**src/rtl/cirq_pkg.sv**
```systemverilog
`timescale 1ns/1ps
package cirq_pkg;
  localparam int ADDR_W = 12;
  localparam logic [ADDR_W-1:0] OFF_LSTS = 12'h004;
  localparam logic [ADDR_W-1:0] OFF_LEN  = 12'h008;
  localparam logic [ADDR_W-1:0] OFF_GSTS = 12'h800;
  localparam logic [ADDR_W-1:0] OFF_GSE  = 12'h804;
  localparam logic [ADDR_W-1:0] OFF_GSIG = 12'h808;

  // local source bit positions (decoded by software)
  localparam int B_CARD = 0;
  localparam int B_STCH = 1;
  localparam int B_MEMM = 2;
  localparam int B_IOM  = 3;
  localparam int B_IDEM = 8;
  localparam int B_XERR = 9;
  localparam int B_BUFA = 10;
  localparam int B_DONE = 11;

  typedef enum logic [2:0] {
    SEL_NONE, SEL_LSTS, SEL_LEN, SEL_GSTS, SEL_GSE, SEL_GSIG
  } reg_sel_e;

  function automatic reg_sel_e decode_addr(input logic [ADDR_W-1:0] a);
    case (a)
      OFF_LSTS: return SEL_LSTS;
      OFF_LEN:  return SEL_LEN;
      OFF_GSTS: return SEL_GSTS;
      OFF_GSE:  return SEL_GSE;
      OFF_GSIG: return SEL_GSIG;
      default:  return SEL_NONE;
    endcase
  endfunction

  // sticky bit: a new event beats a clear in the same cycle
  function automatic logic sticky_next(input logic cur, input logic set, input logic clr);
    return set | (cur & ~clr);
  endfunction
endpackage

```
**src/rtl/cirq_regport.sv**
```systemverilog
`timescale 1ns/1ps
module cirq_regport
  import cirq_pkg::*;
#(
  parameter int DATA_W   = 32,
  parameter int LOCAL_W  = 12,
  parameter int GLOBAL_W = 2
) (
  input  logic                reg_wr,
  input  logic [ADDR_W-1:0]   reg_addr,
  input  logic [LOCAL_W-1:0]  lsts,
  input  logic [LOCAL_W-1:0]  len,
  input  logic [GLOBAL_W-1:0] gsts,
  input  logic                gse,
  input  logic                gsig,
  output logic                wr_lsts,
  output logic                wr_len,
  output logic                wr_gsts,
  output logic                wr_gse,
  output logic                wr_gsig,
  output logic [DATA_W-1:0]   reg_rdata
);
  localparam int LPAD = DATA_W - LOCAL_W;
  localparam int GPAD = DATA_W - GLOBAL_W;

  reg_sel_e sel;
  assign sel = decode_addr(reg_addr);

  assign wr_lsts = reg_wr && (sel == SEL_LSTS);
  assign wr_len  = reg_wr && (sel == SEL_LEN);
  assign wr_gsts = reg_wr && (sel == SEL_GSTS);
  assign wr_gse  = reg_wr && (sel == SEL_GSE);
  assign wr_gsig = reg_wr && (sel == SEL_GSIG);

  always_comb begin
    case (sel)
      SEL_LSTS: reg_rdata = {{LPAD{1'b0}}, lsts};
      SEL_LEN:  reg_rdata = {{LPAD{1'b0}}, len};
      SEL_GSTS: reg_rdata = {{GPAD{1'b0}}, gsts & {GLOBAL_W{gse}}};
      SEL_GSE:  reg_rdata = {{(DATA_W-1){1'b0}}, gse};
      SEL_GSIG: reg_rdata = {{(DATA_W-1){1'b0}}, gsig};
      default:  reg_rdata = '0;
    endcase
  end
endmodule

```
**src/rtl/cirq_local_bank.sv**
```systemverilog
`timescale 1ns/1ps
module cirq_local_bank
  import cirq_pkg::*;
#(
  parameter int               LOCAL_W    = 12,
  parameter logic [LOCAL_W-1:0] LOCAL_MASK = 12'hF0F
) (
  input  logic               clk,
  input  logic               rst_n,
  input  logic [LOCAL_W-1:0] evt,
  input  logic               wr_sts,
  input  logic               wr_en,
  input  logic [LOCAL_W-1:0] wdata,
  output logic [LOCAL_W-1:0] sts,
  output logic [LOCAL_W-1:0] en,
  output logic               pend
);
  for (genvar i = 0; i < LOCAL_W; i++) begin : g_bit
    if (LOCAL_MASK[i]) begin : g_live
      always_ff @(posedge clk) begin
        if (!rst_n) begin
          sts[i] <= 1'b0;
          en[i]  <= 1'b0;
        end else begin
          sts[i] <= sticky_next(sts[i], evt[i], wr_sts & wdata[i]);
          if (wr_en) en[i] <= wdata[i];
        end
      end
    end else begin : g_tie
      assign sts[i] = 1'b0;
      assign en[i]  = 1'b0;
    end
  end

  assign pend = |(sts & en);
endmodule

```
**src/rtl/cirq_global_bank.sv**
```systemverilog
`timescale 1ns/1ps
module cirq_global_bank
  import cirq_pkg::*;
#(
  parameter int GLOBAL_W = 2
) (
  input  logic                clk,
  input  logic                rst_n,
  input  logic [GLOBAL_W-1:0] set_vec,
  input  logic                wr_sts,
  input  logic                wr_gse,
  input  logic                wr_gsig,
  input  logic [GLOBAL_W-1:0] wdata,
  output logic [GLOBAL_W-1:0] gsts,
  output logic                gse,
  output logic                gsig,
  output logic                irq
);
  for (genvar j = 0; j < GLOBAL_W; j++) begin : g_src
    always_ff @(posedge clk) begin
      if (!rst_n) gsts[j] <= 1'b0;
      else        gsts[j] <= sticky_next(gsts[j], set_vec[j], wr_sts & wdata[j]);
    end
  end

  always_ff @(posedge clk) begin
    if (!rst_n) begin
      gse  <= 1'b0;
      gsig <= 1'b0;
    end else begin
      if (wr_gse)  gse  <= wdata[0];
      if (wr_gsig) gsig <= wdata[0];
    end
  end

  assign irq = (|gsts) & gse & gsig;
endmodule

```
**src/rtl/cardirq_hub.sv**
```systemverilog
`timescale 1ns/1ps
module cardirq_hub
  import cirq_pkg::*;
#(
  parameter int                 DATA_W     = 32,
  parameter int                 LOCAL_W    = 12,
  parameter int                 GLOBAL_W   = 2,
  parameter logic [LOCAL_W-1:0] LOCAL_MASK = 12'hF0F
) (
  input  logic                  clk,
  input  logic                  rst_n,
  input  logic                  reg_wr,
  input  logic [ADDR_W-1:0]     reg_addr,
  input  logic [DATA_W-1:0]     reg_wdata,
  output logic [DATA_W-1:0]     reg_rdata,
  input  logic [LOCAL_W-1:0]    card_evt,
  input  logic [GLOBAL_W-2:0]   peer_evt,
  output logic                  irq_o
);
  logic [LOCAL_W-1:0]  lsts, len;
  logic [GLOBAL_W-1:0] gsts;
  logic                gse, gsig, local_pend;
  logic                wr_lsts, wr_len, wr_gsts, wr_gse, wr_gsig;
  logic [GLOBAL_W-1:0] gset;
  logic                unused_wdata_hi;

  assign unused_wdata_hi = ^reg_wdata[DATA_W-1:LOCAL_W];
  assign gset = {peer_evt, local_pend};

  cirq_regport #(.DATA_W(DATA_W), .LOCAL_W(LOCAL_W), .GLOBAL_W(GLOBAL_W)) u_port (
    .reg_wr(reg_wr), .reg_addr(reg_addr),
    .lsts(lsts), .len(len), .gsts(gsts), .gse(gse), .gsig(gsig),
    .wr_lsts(wr_lsts), .wr_len(wr_len), .wr_gsts(wr_gsts),
    .wr_gse(wr_gse), .wr_gsig(wr_gsig), .reg_rdata(reg_rdata)
  );

  cirq_local_bank #(.LOCAL_W(LOCAL_W), .LOCAL_MASK(LOCAL_MASK)) u_local (
    .clk(clk), .rst_n(rst_n), .evt(card_evt),
    .wr_sts(wr_lsts), .wr_en(wr_len), .wdata(reg_wdata[LOCAL_W-1:0]),
    .sts(lsts), .en(len), .pend(local_pend)
  );

  cirq_global_bank #(.GLOBAL_W(GLOBAL_W)) u_global (
    .clk(clk), .rst_n(rst_n), .set_vec(gset),
    .wr_sts(wr_gsts), .wr_gse(wr_gse), .wr_gsig(wr_gsig),
    .wdata(reg_wdata[GLOBAL_W-1:0]),
    .gsts(gsts), .gse(gse), .gsig(gsig), .irq(irq_o)
  );
endmodule

```
**config.mk**
```make
export PLATFORM = sky130hd
export DESIGN_NAME = cardirq_hub
export DESIGN_NICKNAME = d
export VERILOG_FILES = /design/src/rtl/cirq_pkg.sv /design/src/rtl/cirq_regport.sv /design/src/rtl/cirq_local_bank.sv /design/src/rtl/cirq_global_bank.sv /design/src/rtl/cardirq_hub.sv
export SDC_FILE = /design/constraint.sdc
export NUM_CORES = 1
export LEC_CHECK = 0
export BUFFER_PORTS_ARGS = -buffer_cell sky130_fd_sc_hd__buf_2
export CORE_ASPECT_RATIO = 1.2
export CORE_MARGIN = 4
export CORE_UTILIZATION = 33
export CTS_CLUSTER_DIAMETER = 120
export DETAILED_ROUTE_END_ITERATION = 8
export GPL_TIMING_DRIVEN = 0
export PLACE_DENSITY = 0.66
export SETUP_SLACK_MARGIN = 0.5
export SYNTH_ARGS = -nofsm -noshare
export SYNTH_HDL_FRONTEND = slang
export SYNTH_SLANG_ARGS = --single-unit
```
**constraint.sdc**
```tcl
create_clock -name clk -period 2.82 [get_ports clk]
set_clock_uncertainty 0.2 [all_clocks]
set_input_delay 0.282 -clock clk [delete_from_list [all_inputs] [get_ports clk]]
set_output_delay 0.282 -clock clk [all_outputs]
set_load 0.005 [all_outputs]
```
# --- After elaboration in Yosys (flattened, before gate mapping) ---
# Index checks and enable logic that the tools add are counted.
# Widths: inputs -> output; s select.
totals:
  ff_bits: 20
  out_inout_bits: 33
op_classes:
  n_eq_ne: 10
  n_mux: 2
  bitwise_logic: 44
  reduce_logical: 7
op_table:
  columns: ["op", "n"]
  rows:
  - ["$pmux 12 s5", 1]
  - ["$eq 12x12->1 const B", 3]
  - ["$and 1x1->1", 22]
  - ["$pmux 3 s5", 1]
  - ["$and 12x12->12", 1]
  - ["$eq 12x3->1 const B", 1]
  - ["$eq 12x4->1 const B", 1]
  - ["$reduce_or 12->1", 1]
  - ["$not 1->1", 10]
  - ["$or 1x1->1", 10]
  - ["$eq 3x2->1 const B", 2]
  - ["$eq 3x3->1 const B", 2]
  - ["$logic_and 1x1->1", 5]
  - ["$eq 3x1->1 const B", 1]
  - ["$and 2x2->2", 1]
  - ["$reduce_or 2->1", 1]

# --- Logic depth before layout (Yosys ltp) ---
# Gate-level depths: netlist of the first run.
logic_depth:
  depth_word: 8
  ltp_mapped: 5

# --- Cells and area by module ---
# A second synthesis of the first run with hierarchy kept.
unflattened:
  cells_unflattened: 149
  hier_area_um2: 1327.5
by_module_without_submodules:
  columns: ["mod", "instances", "cells_each", "area_per_inst_um2", "seq_area_each_um2"]
  rows:
  - ["cirq_local_bank", 1, 64, 689.4, 320.3]
  - ["cirq_regport", 1, 70, 485.5, 0.0]
  - ["cirq_global_bank", 1, 15, 152.6, 80.1]

# --- Worst setup path after synthesis of the first run ---
# OpenSTA, ideal clock, no wires.
synth_timing:
  path_type: "input to output"
  startpoint: "in reg_addr[7]"
  endpoint: "out reg_rdata[10]"
  arrival_ps: 1679
  t_required_ps: 2338
  slack_ps: 659
  cell_stages: 5
  path_buffers: 2
  path_cell_list: "or4_4 buf_6 or4_1 clkbuf_1 nor2_1"
synth_via:
  elab_chain_cells: 4
  word_cells_on_any_way: 12
  classes_between: "eq/ne: 10; mux: 2"
synth_rtl:
  columns: ["element", "line", "text"]
  rows:
  - ["from (decl)", "cardirq_hub.sv:13", "input logic [ADDR_W-1:0] reg_addr,"]
  - ["$eq 12x12->1 (tied with other cells)", "cirq_pkg.sv:25", "case (a)"]
  - ["$pmux 3 s5 (*)", "cirq_pkg.sv:25", null]
  - ["$eq 3x3->1 (tied with other cells)", "cirq_regport.sv:36", "case (sel)"]
  - ["$pmux 12 s5 (*)", "cirq_regport.sv:36", null]
  - ["to (decl)", "cardirq_hub.sv:15", "output logic [DATA_W-1:0] reg_rdata,"]
# Mark *: on every way between the ends. The rest lies on a longest branch, timed or not.

# --- Worst setup path in the final report of the first run ---
# Ends and elaborated chain as after synthesis.

==> results.tsv, run 1 <==
stage	metric	value	unit
synth	Synth area leaders	dfxtp_1, buf_4, mux2i_1	
global_routing	vias in the first global route	1172	
clock_network	Max Buffers Root-to-Sink	2	
critical_path	CP top delay family	simple AND/OR/NAND/NOR gates	
routing	DR vias	1310	
timing	total negative setup slack	0	ns
critical_path	CP max stage delay	0.52	ns
critical_path	critical path type	in2out	
timing	final hold vios	0	
synth	Yosys top cell area share	29.7	%
finish	Area Growth Syn to Fin	38.4	%
die	num rows	25	
critical_path	CP max stage cell	or4_4	
pwr	Design Power	0.000696	W
clock_network	CTS Sinks	20	
clock_network	clk root buf	clkbuf_8	
pwr	Clock Power Share	40.7	%
synth	Post-synth EDFFs	0	
die	die height	78.0	um
timing	fin crit share	85.1	%
timing	setup ws final	0.419	ns
routing	DRT antenna net count	0	
critical_path	CP Capture Type	output port	
hold_path	Worst Hold Path Cells	2	
critical_path	Critical path destination	reg_rdata[10]	
pwr	Power Internal	0.000538	W
die	Core Area	3940	um2
routing	1st-pass router iterations	5	
finish	post-layout util	47.3	%
finish	number of standard cells in the final layout excluding fillers	286	
pwr	Sw Ratio	22.7	%
global_routing	antenna violations before repair	0	
pwr	Comb pwr share	16.4	%
routing	Wirelength per Cell	12.2	um
die	Die W	66.3	um
critical_path	Arr. time, crit path	1.92	ns
finish	antenna cells	0	
synth	fraction of registers with async set/reset	0	%
routing	DRT iter0 DRCs	53	
status	run status	finished clean	
routing	DRT Wirelength	3.48	mm
clock_network	total CTS buffers	3	
clock_network	H-tree levels	1	
run	Max-Cap Viols	0	
finish	most frequent cells in the layout	buf_2, buf_4, conb_1, dfxtp_1, nand2_1	
synth	yosys warns	0	
place	DP HPWL	2.60	mm
finish	fillcell total	431	
global_routing	total track usage	13.0	%
synth	Synth Cell Area	1350	um2
timing	Max Freq	416	MHz
critical_path	Worst R2R End	u_global.gsts[0]	
timing	Min Clock Period, post-route	2.40	ns
finish	commonest non-fill, non-tap cell in the layout	buf_2	
timing	RSZ-0062 raised after global routing	yes	
global_routing	largest net degree at the start of global routing	13	
critical_path	critical-path cell list	buf_6 > or4_4 > buf_6 > or4_4 > buf_12 > nor2_4 > buf_2	
timing	Tightest Pin Transition	0.792	ns
place	placed insts	280	
critical_path	Worst Path Buf+Inv	4	
global_routing	global-route wire length before repair	5.35	mm
critical_path	reg2reg path depth	3	
place	Setup WS pre-CTS	0.327	ns
critical_path	Worst Setup SP	reg_addr[7]	
clock_network	cts hold-fix bufs	0	
synth	cell taking the most area after synthesis	dfxtp_1	
pwr	P_sw	0.000158	W
place	port bufs	39	
synth	most common flop cell mapped by yosys	dfxtp_1	
synth	Distinct cells, synth	32	
routing	mean number of vias per cell	4.58	
place	Placer Congestion	0.848	
finish	area occupied by multi-input gates	815	um2
pwr	P per Cell Area	374	nW/um2
pwr	Flop pwr share	42.9	%
finish	share of cells above drive strength 1	37.1	%
hold_path	Hold WC Path Type	in2reg	
critical_path	worst-path fanout max	6	
pwr	Leakage	0.838	nW
die	num ports	93	
clock_network	Worst-Skew Late Latency	0.25	ns
critical_path	Worst EP required	2.34	ns
die	DIE AREA	5170	um2
clock_network	CTS tree	built	
global_routing	GR Overflow Total	0	
die	Initial Util	34.2	%
critical_path	startpoint types	input port	
timing	Slew Limit Fails	0	
critical_path	Reg2Reg Setup Slack	1.59	ns
finish	Final #Nets	293	
timing	Setup Viol. Count Final	0	
critical_path	reg-to-reg startpoint	u_local.sts[0]	
clock_network	Worst-path clk slew	0.08	ns
routing	DR DRC count	0	
synth	Seq/Total Area, Yosys	29.7	%
synth	post-synthesis register bit count	20	
timing	Rel. slew slack	46.8	%
synth	Mapped Cells	164	
pwr	maximum vdd drop	234	uV
finish	register area	400	um2
synth	Avg Cell Area, Syn	8.21	um2
critical_path	Critical Path Stages	7	
-- sequential cells by signal, summed over array words and instances (netlist names) --
name	cells
u_local.en	8
u_local.sts	8
u_global.gsts	2
u_global.gsig	1
u_global.gse	1
-- stage by stage --
step / hold slack, ns / area (um2)
3_5_place_dp: 0.271 / 1700
6_report: 0.0190 / 1860
3_3_place_gp: 0.259 / 1700
2_1_floorplan: 0.183 / 1430
5_1_grt: 0.0241 / 1860
4_1_cts: 0.0145 / 1810
-- Yosys cell counts, drive strengths merged (3+ instances only) --
| cell | number |
|---|---|
| a22oi | 6 |
| a31oi | 11 |
| buf | 25 |
| clkbuf | 11 |
| dfxtp | 20 |
| inv | 10 |
| mux2i | 10 |
| nand2 | 18 |
| nand4b | 4 |
| nor2 | 7 |
| nor4 | 4 |
| o21ai | 8 |
| or4bb | 3 |
-- cell families after synthesis --
kind of cell / Yosys count / synth area share, %
DFF: 20 / 29.7
buffers and inverters: 46 / 20.1
and+or+nand+nor: 51 / 24.5
muxes: 10 / 7.44
AOI/OAI and AO/OA: 36 / 17.9
other: 1 / 0.279
-- worst min path at each step --
stage | startpoint | end | slack, ns
6_report | reg_wdata[11] | u_local.sts[11] | 0.02
5_1_grt | reg_wdata[10] | u_local.sts[10] | 0.02
3_3_place_gp | u_local.en[2] | u_local.en[2] | 0.26
4_1_cts | reg_wdata[8] | u_local.sts[8] | 0.01
3_5_place_dp | u_local.en[11] | u_local.en[11] | 0.27
2_1_floorplan | reg_wdata[0] | u_local.sts[0] | 0.18
-- repair_timing --
item,in CTS,in global routing
resized for setup,10,11
pin swaps,0,1
setup buffers,2,0
setup endpoints to repair,6,16
cloned,0,0
-- cell type report --
| cell class | instances | share of cell area [%] |
|---|---|---|
| clock inverter | 1 | 1.61 |
| clock buffer | 3 | 2.22 |
| inverter | 10 | 2.01 |
| multi-input combinational | 121 | 43.7 |
| sequential | 20 | 21.5 |
| tap | 54 | 3.63 |
| buffer | 36 | 13.4 |
| timing repair buffer | 41 | 12.0 |
-- power groups by stage --
stage	logic [W]	clock network [W]	registers [W]
floorplan	0.0000735	0	0.000303
global placement	0.000106	0	0.000305
detailed placement	0.000108	0	0.000305
CTS	0.000110	0.000290	0.000299
global route	0.000127	0.000299	0.000300
finish	0.000114	0.000284	0.000299
-- metal layers --
metal	part of all wire, %	up-vias	GRT usage (%)
li1	-	673	-
met1	43	585	16.2
met4	0.57	0	3.05
met5	0	-	0
met3	8.2	2	1.74
met2	48	50	22.9
No activity file was read; power rests on OpenSTA's default activity.
==> run 2, diff against run 1 <==
==> constraint.sdc (replaced) <==
create_clock -name clk -period 2.82 [get_ports clk]
set_clock_uncertainty 0.2 [all_clocks]
set_input_delay 0.564 -clock clk [delete_from_list [all_inputs] [get_ports clk]]
set_output_delay 0.564 -clock clk [all_outputs]
set_load 0.005 [all_outputs]
==> run 2 against run 1 <==
Net effect:
- largest power group unchanged
- worst hold slack better by 0.26 ns
- the flow now finishes with violations (negative setup slack)
- highest routed layer unchanged
- die area did not move
- critical endpoint is now reg_rdata[3]
- critical path type unchanged
- sequential power hardly changed
- clock power decreased by 39%
- largest cell class unchanged
==> results.tsv, run 2 (synthesis gave the netlist of run 1 again) <==
stage	metric	value	unit	change
status	run status	finished with violations		was finished clean
status	failing checks	negative setup slack		
timing	fin crit share	105	%	was 85.1%
pwr	Leakage	0.858	nW	was 0.838 nW
critical_path	CP Capture Type	output port		unchanged
finish	post-layout util	48.3	%	was 47.3%
clock_network	cts hold-fix bufs	0		unchanged
hold_path	Worst Hold Path Cells	2		unchanged
critical_path	critical path type	in2out		unchanged
timing	setup ws final	-0.143	ns	was 0.419 ns
clock_network	Worst-Skew Late Latency	0.25	ns	about the same
pwr	P per Cell Area	309	nW/um2	was 374 nW/um2
finish	share of cells above drive strength 1	39.0	%	was 37.1%
routing	DR DRC count	0		unchanged
finish	number of standard cells in the final layout excluding fillers	290		was 286
finish	Area Growth Syn to Fin	41.5	%	was 38.4%
clock_network	total CTS buffers	3		unchanged
timing	Max Freq	337	MHz	was 416 MHz
die	die height	78.0	um	unchanged
timing	RSZ-0062 raised after global routing	yes		unchanged
global_routing	GR Overflow Total	0		unchanged
clock_network	CTS tree	built		unchanged
timing	Min Clock Period, post-route	2.96	ns	was 2.40 ns
routing	DR vias	1330		was 1310
routing	1st-pass router iterations	4		was 5
critical_path	Arr. time, crit path	2.20	ns	was 1.92 ns
die	Die W	66.3	um	unchanged
timing	total negative setup slack	-0.993	ns	was 0 ns
critical_path	startpoint types	input port		unchanged
critical_path	Worst EP required	2.06	ns	was 2.34 ns
finish	antenna cells	0		unchanged
global_routing	largest net degree at the start of global routing	11		was 13
finish	most frequent cells in the layout	buf_2, buf_4, conb_1, dfxtp_1, nand2_1		unchanged
routing	DRT Wirelength	3.45	mm	was 3.48 mm
place	Placer Congestion	0.831		was 0.848
clock_network	CTS Sinks	20		unchanged
timing	final hold vios	0		unchanged
clock_network	Max Buffers Root-to-Sink	2		unchanged
clock_network	H-tree levels	1		unchanged
die	num rows	25		unchanged
global_routing	total track usage	12.3	%	was 13.0%
die	Core Area	3940	um2	unchanged
place	DP HPWL	2.60	mm	about the same
timing	Slew Limit Fails	0		unchanged
clock_network	Worst-path clk slew	0.06	ns	was 0.08 ns
die	DIE AREA	5170	um2	unchanged
routing	mean number of vias per cell	4.59		was 4.58
critical_path	worst-path fanout max	6		unchanged
global_routing	vias in the first global route	1167		was 1172
pwr	maximum vdd drop	162	uV	was 234 uV
routing	Wirelength per Cell	11.9	um	was 12.2 um
routing	DRT iter0 DRCs	47		was 53
critical_path	reg2reg path depth	3		unchanged
place	port bufs	39		unchanged
die	num ports	93		unchanged
die	Initial Util	34.2	%	unchanged
finish	biggest regs	u_local.en (8), u_local.sts (8), u_global.gsts (2)		unchanged
clock_network	clk root buf	clkbuf_8		unchanged
finish	commonest non-fill, non-tap cell in the layout	buf_2		unchanged
global_routing	global-route wire length before repair	5.08	mm	was 5.35 mm
timing	Setup Viol. Count Final	8		was 0
place	placed insts	280		unchanged
hold_path	Hold WC Path Type	reg2reg		was in2reg
global_routing	antenna violations before repair	0		unchanged
routing	DRT antenna net count	0		unchanged
finish	Final #Nets	298		was 293
run	Max-Cap Viols	0		unchanged
[run 2: cell count changes in the layout (fill, tap and decap cells not counted), sizes merged]
cell    previous run  this run
bufinv             1         0
clkbuf            13        14
buf               67        71
[run 2: repair_timing]
action,CTS,global route
buffers inserted,3,4
pin swaps,1,1
hold endpoints to repair,0,0
setup endpoints to repair,9,10
resized for setup,12,12
[run 2: cell type report]
class | count | area, um2
plain buffers | 36 | 254
repair buffers | 46 | 278
well taps | 54 | 67.6
clock buffers | 3 | 41.3
multi-input cells | 121 | 826
inverters | 10 | 37.5
flip-flops and latches | 20 | 400
fillers | 418 | 2040
[run 2: critical path: stages]
cell and delay [ns]:
buf_6 0.09, or4_4 0.52, buf_6 0.13, or4_4 0.48
clkbuf_16 0.19, nor2_4 0.11, buf_6 0.10
[run 2: where the power goes]
part	total, W	switching (W)	leakage (nW)	internal (W)
Combinational	0.000116	0.0000566	0.673	0.0000592
Sequential	0.000299	0.00000737	0.164	0.000292
Clock	0.000173	0.0000779	0.0216	0.0000946
Total	0.000588	0.000142	0.858	0.000446
[run 2: path summary, 6_finish.rpt]
kind,slack [ns],start,end
worst max-delay path,-0.14,reg_addr[7],reg_rdata[3]
worst min-delay path,0.27,u_local.en[2],u_local.en[2]
worst max register to register,1.48,u_local.sts[0],u_global.gsts[0]
worst min register to register,0.27,u_local.en[2],u_local.en[2]
[run 2: metal layers]
| metal | up-vias | global-route usage, % | wire length [um] |
|---|---|---|---|
| met1 | 597 | 16.3 | 1460 |
| met5 | - | 0 | 0 |
| met4 | 0 | 3.46 | 14 |
| met3 | 2 | 2.46 | 328 |
| met2 | 46 | 19.8 | 1650 |
| li1 | 685 | - | - |
[run 2: stage by stage]
step           area (um2)  hold slack [ns]  power [W]  setup slack (ns)
3_3_place_gp         1700            0.262   0.000412            -0.186
3_5_place_dp         1700            0.268   0.000413            -0.198
4_1_cts              1820            0.278   0.000591            -0.138
5_1_grt              1900            0.294   0.000626            -0.164
2_1_floorplan        1440            0.243   0.000376             0.107
6_report             1900            0.274   0.000588            -0.143
==> run 3, diff against run 2 <==
--- a/config.mk
+++ b/config.mk
@@ -12,8 +12,10 @@
 export CTS_CLUSTER_DIAMETER = 120
 export DETAILED_ROUTE_END_ITERATION = 8
 export GPL_TIMING_DRIVEN = 0
+export MAX_ROUTING_LAYER = met4
 export PLACE_DENSITY = 0.66
 export SETUP_SLACK_MARGIN = 0.5
+export SKIP_CTS_REPAIR_TIMING = 1
 export SYNTH_ARGS = -nofsm -noshare
 export SYNTH_HDL_FRONTEND = slang
 export SYNTH_SLANG_ARGS = --single-unit
==> constraint.sdc (replaced) <==
create_clock -name clk -period 3.44 [get_ports clk]
set_clock_uncertainty 0.2 [all_clocks]
set_input_delay 0.688 -clock clk [delete_from_list [all_inputs] [get_ports clk]]
set_output_delay 0.688 -clock clk [all_outputs]
set_load 0.005 [all_outputs]
==> run 3 against run 2 <==
Net effect:
- the flow now finishes without violations
- global-route usage up 0.87 points
- highest routed layer unchanged
- power decreased by 12%
- critical path type unchanged
- largest power group unchanged
- wire length increased by 2.0%
- critical endpoint is now reg_rdata[11]
==> results.tsv, run 3 (synthesis gave the netlist of run 1 again) <==
stage	metric	value	unit	change
status	run status	finished clean		was finished with violations
global_routing	largest net degree at the start of global routing	12		was 11
clock_network	total CTS buffers	3		unchanged
timing	RSZ-0062 raised after global routing	yes		unchanged
routing	Wirelength per Cell	12.3	um	was 11.9 um
critical_path	Worst EP required	2.55	ns	was 2.06 ns
timing	Min Clock Period, post-route	3.19	ns	
timing	fin crit share	92.8	%	
critical_path	CP max stage cell	or4_4		unchanged
finish	most frequent cells in the layout	buf_2, buf_4, conb_1, dfxtp_1, nand2_1		unchanged
critical_path	worst-path fanout max	6		unchanged
timing	total negative setup slack	0	ns	was -0.993 ns
pwr	P per Cell Area	282	nW/um2	was 309 nW/um2
critical_path	Critical path destination	reg_rdata[11]		was reg_rdata[3]
critical_path	CP top delay family	simple AND/OR/NAND/NOR gates		unchanged
critical_path	Worst R2R End	u_global.gsts[0]		unchanged
timing	Max Freq	313	MHz	
pwr	Design Power	0.000519	W	was 0.000588 W
critical_path	startpoint types	input port		unchanged
critical_path	CP Capture Type	output port		unchanged
timing	Rel. slew slack	49.7	%	
finish	commonest non-fill, non-tap cell in the layout	buf_2		unchanged
critical_path	Arr. time, crit path	2.30	ns	was 2.20 ns
clock_network	CTS Sinks	20		unchanged
routing	DRT Wirelength	3.52	mm	was 3.45 mm
critical_path	Worst Path Buf+Inv	4		unchanged
global_routing	global-route wire length before repair	5.18	mm	was 5.08 mm
pwr	maximum vdd drop	221	uV	was 162 uV
global_routing	total track usage	13.1	%	was 12.3%
hold_path	Hold WC Path Type	reg2reg		unchanged
routing	1st-pass router iterations	4		unchanged
finish	share of cells above drive strength 1	38.6	%	was 39.0%
clock_network	Worst-path clk slew	0.07	ns	was 0.06 ns
timing	final hold vios	0		unchanged
pwr	Leakage	0.838	nW	was 0.858 nW
global_routing	antenna violations before repair	0		unchanged
critical_path	Critical Path Stages	7		unchanged
place	DP HPWL	2.71	mm	was 2.60 mm
critical_path	reg-to-reg startpoint	u_local.sts[11]		was u_local.sts[0]
die	Core Area	3940	um2	unchanged
finish	fillcell total	426		was 418
clock_network	CTS tree	built		unchanged
clock_network	H-tree levels	1		unchanged
timing	Tightest Pin Transition	0.748	ns	
die	num ports	93		unchanged
clock_network	clk root buf	clkbuf_8		unchanged
finish	biggest regs	u_local.en (8), u_local.sts (8), u_global.gsts (2)		unchanged
routing	DRT antenna net count	0		unchanged
finish	Area Growth Syn to Fin	36.5	%	was 41.5%
die	Die W	66.3	um	unchanged
critical_path	Worst Setup SP	reg_addr[7]		unchanged
critical_path	CP max stage delay	0.53	ns	was 0.52 ns
place	port bufs	39		unchanged
critical_path	reg2reg path depth	3		unchanged
timing	Slew Limit Fails	0		unchanged
die	Initial Util	34.2	%	unchanged
routing	DRT iter0 DRCs	47		unchanged
critical_path	critical-path cell list	buf_6 > or4_4 > buf_8 > or4_4 > buf_6 > nor2_2 > buf_2		was buf_6 > or4_4 > buf_6 > or4_4 > clkbuf_16 > nor2_4 > buf_6
critical_path	Reg2Reg Setup Slack	2.16	ns	was 1.48 ns
routing	mean number of vias per cell	4.55		was 4.59
place	Placer Congestion	0.807		was 0.831
timing	Setup Viol. Count Final	0		was 8
global_routing	vias in the first global route	1169		was 1167
clock_network	Max Buffers Root-to-Sink	2		unchanged
critical_path	critical path type	in2out		unchanged
finish	antenna cells	0		unchanged
routing	DR DRC count	0		unchanged
finish	Final #Nets	294		was 298
routing	DR vias	1305		was 1330
die	die height	78.0	um	unchanged
run	Max-Cap Viols	0		unchanged
global_routing	GR Overflow Total	0		unchanged
die	DIE AREA	5170	um2	unchanged
clock_network	Worst-Skew Late Latency	0.26	ns	was 0.25 ns
die	num rows	25		unchanged
==> run 3: cell count changes in the layout (fill, tap and decap cells not counted), moves of 2 or more <==
cell / previous run / this run
buf_2: 36 / 38
buf_4: 29 / 27
buf_6: 5 / 2
nor2_4: 6 / 1
clkbuf_2: 0 / 2
nor2_2: 0 / 4
clkbuf_1: 10 / 8
==> run 3: worst min-delay path by stage <==
stage | startpoint | slack, ns | cells after the start | end
3_5_place_dp | u_local.en[0] | 0.27 | 2 | u_local.en[0]
2_1_floorplan | u_local.en[0] | 0.24 | 2 | u_local.en[0]
5_1_grt | u_local.en[0] | 0.30 | 2 | u_local.en[0]
4_1_cts | u_local.en[0] | 0.28 | 2 | u_local.en[0]
6_report | u_local.en[0] | 0.28 | 2 | u_local.en[0]
3_3_place_gp | u_local.en[8] | 0.26 | 2 | u_local.en[8]
==> run 3: power by group <==
part | total [W] | switching [W] | leakage, nW | internal, W
clock network | 0.000180 | 0.0000777 | 0.0288 | 0.000102
registers | 0.000245 | 0.00000643 | 0.164 | 0.000239
logic | 0.0000939 | 0.0000457 | 0.645 | 0.0000483
total | 0.000519 | 0.000130 | 0.838 | 0.000389
==> run 3: stage by stage <==
stage / worst slack [ns] / utilization [%] / cells / hold slack, ns / area, um2
CTS: 0.177 / 44.4 / 284 / 0.279 / 1750
finish: 0.247 / 46.6 / 287 / 0.276 / 1840
detailed placement: 0.191 / 43.0 / 280 / 0.268 / 1700
floorplan: 0.479 / - / 187 / 0.243 / 1430
global placement: 0.190 / 43.0 / 280 / 0.261 / 1700
global route: 0.209 / 46.6 / 287 / 0.296 / 1840
==> run 3: metal layers <==
layer  part of all wire, %  track usage (%)
met5                     0                -
met4                   1.6             5.49
met3                   7.2             2.03
met2                    47             20.7
met1                    44             16.5
==> run 3: worst reg2reg max path, cell delays in order, from the launching register on <==
cell	delay (ns)
dfxtp_1	0.33
a22o_1	0.23
a221oi_1	0.26
a31oi_1	0.12
==> run 3: final cells by class <==
cell class              count  area, um2  share of cell area (%)
inverters                  10       37.5                    2.04
repair buffers             42        224                    12.2
multi-input cells         121        807                    43.9
clock buffers               4       55.1                    3.00
well taps                  54       67.6                    3.68
flip-flops and latches     20        400                    21.8
plain buffers              36        246                    13.4
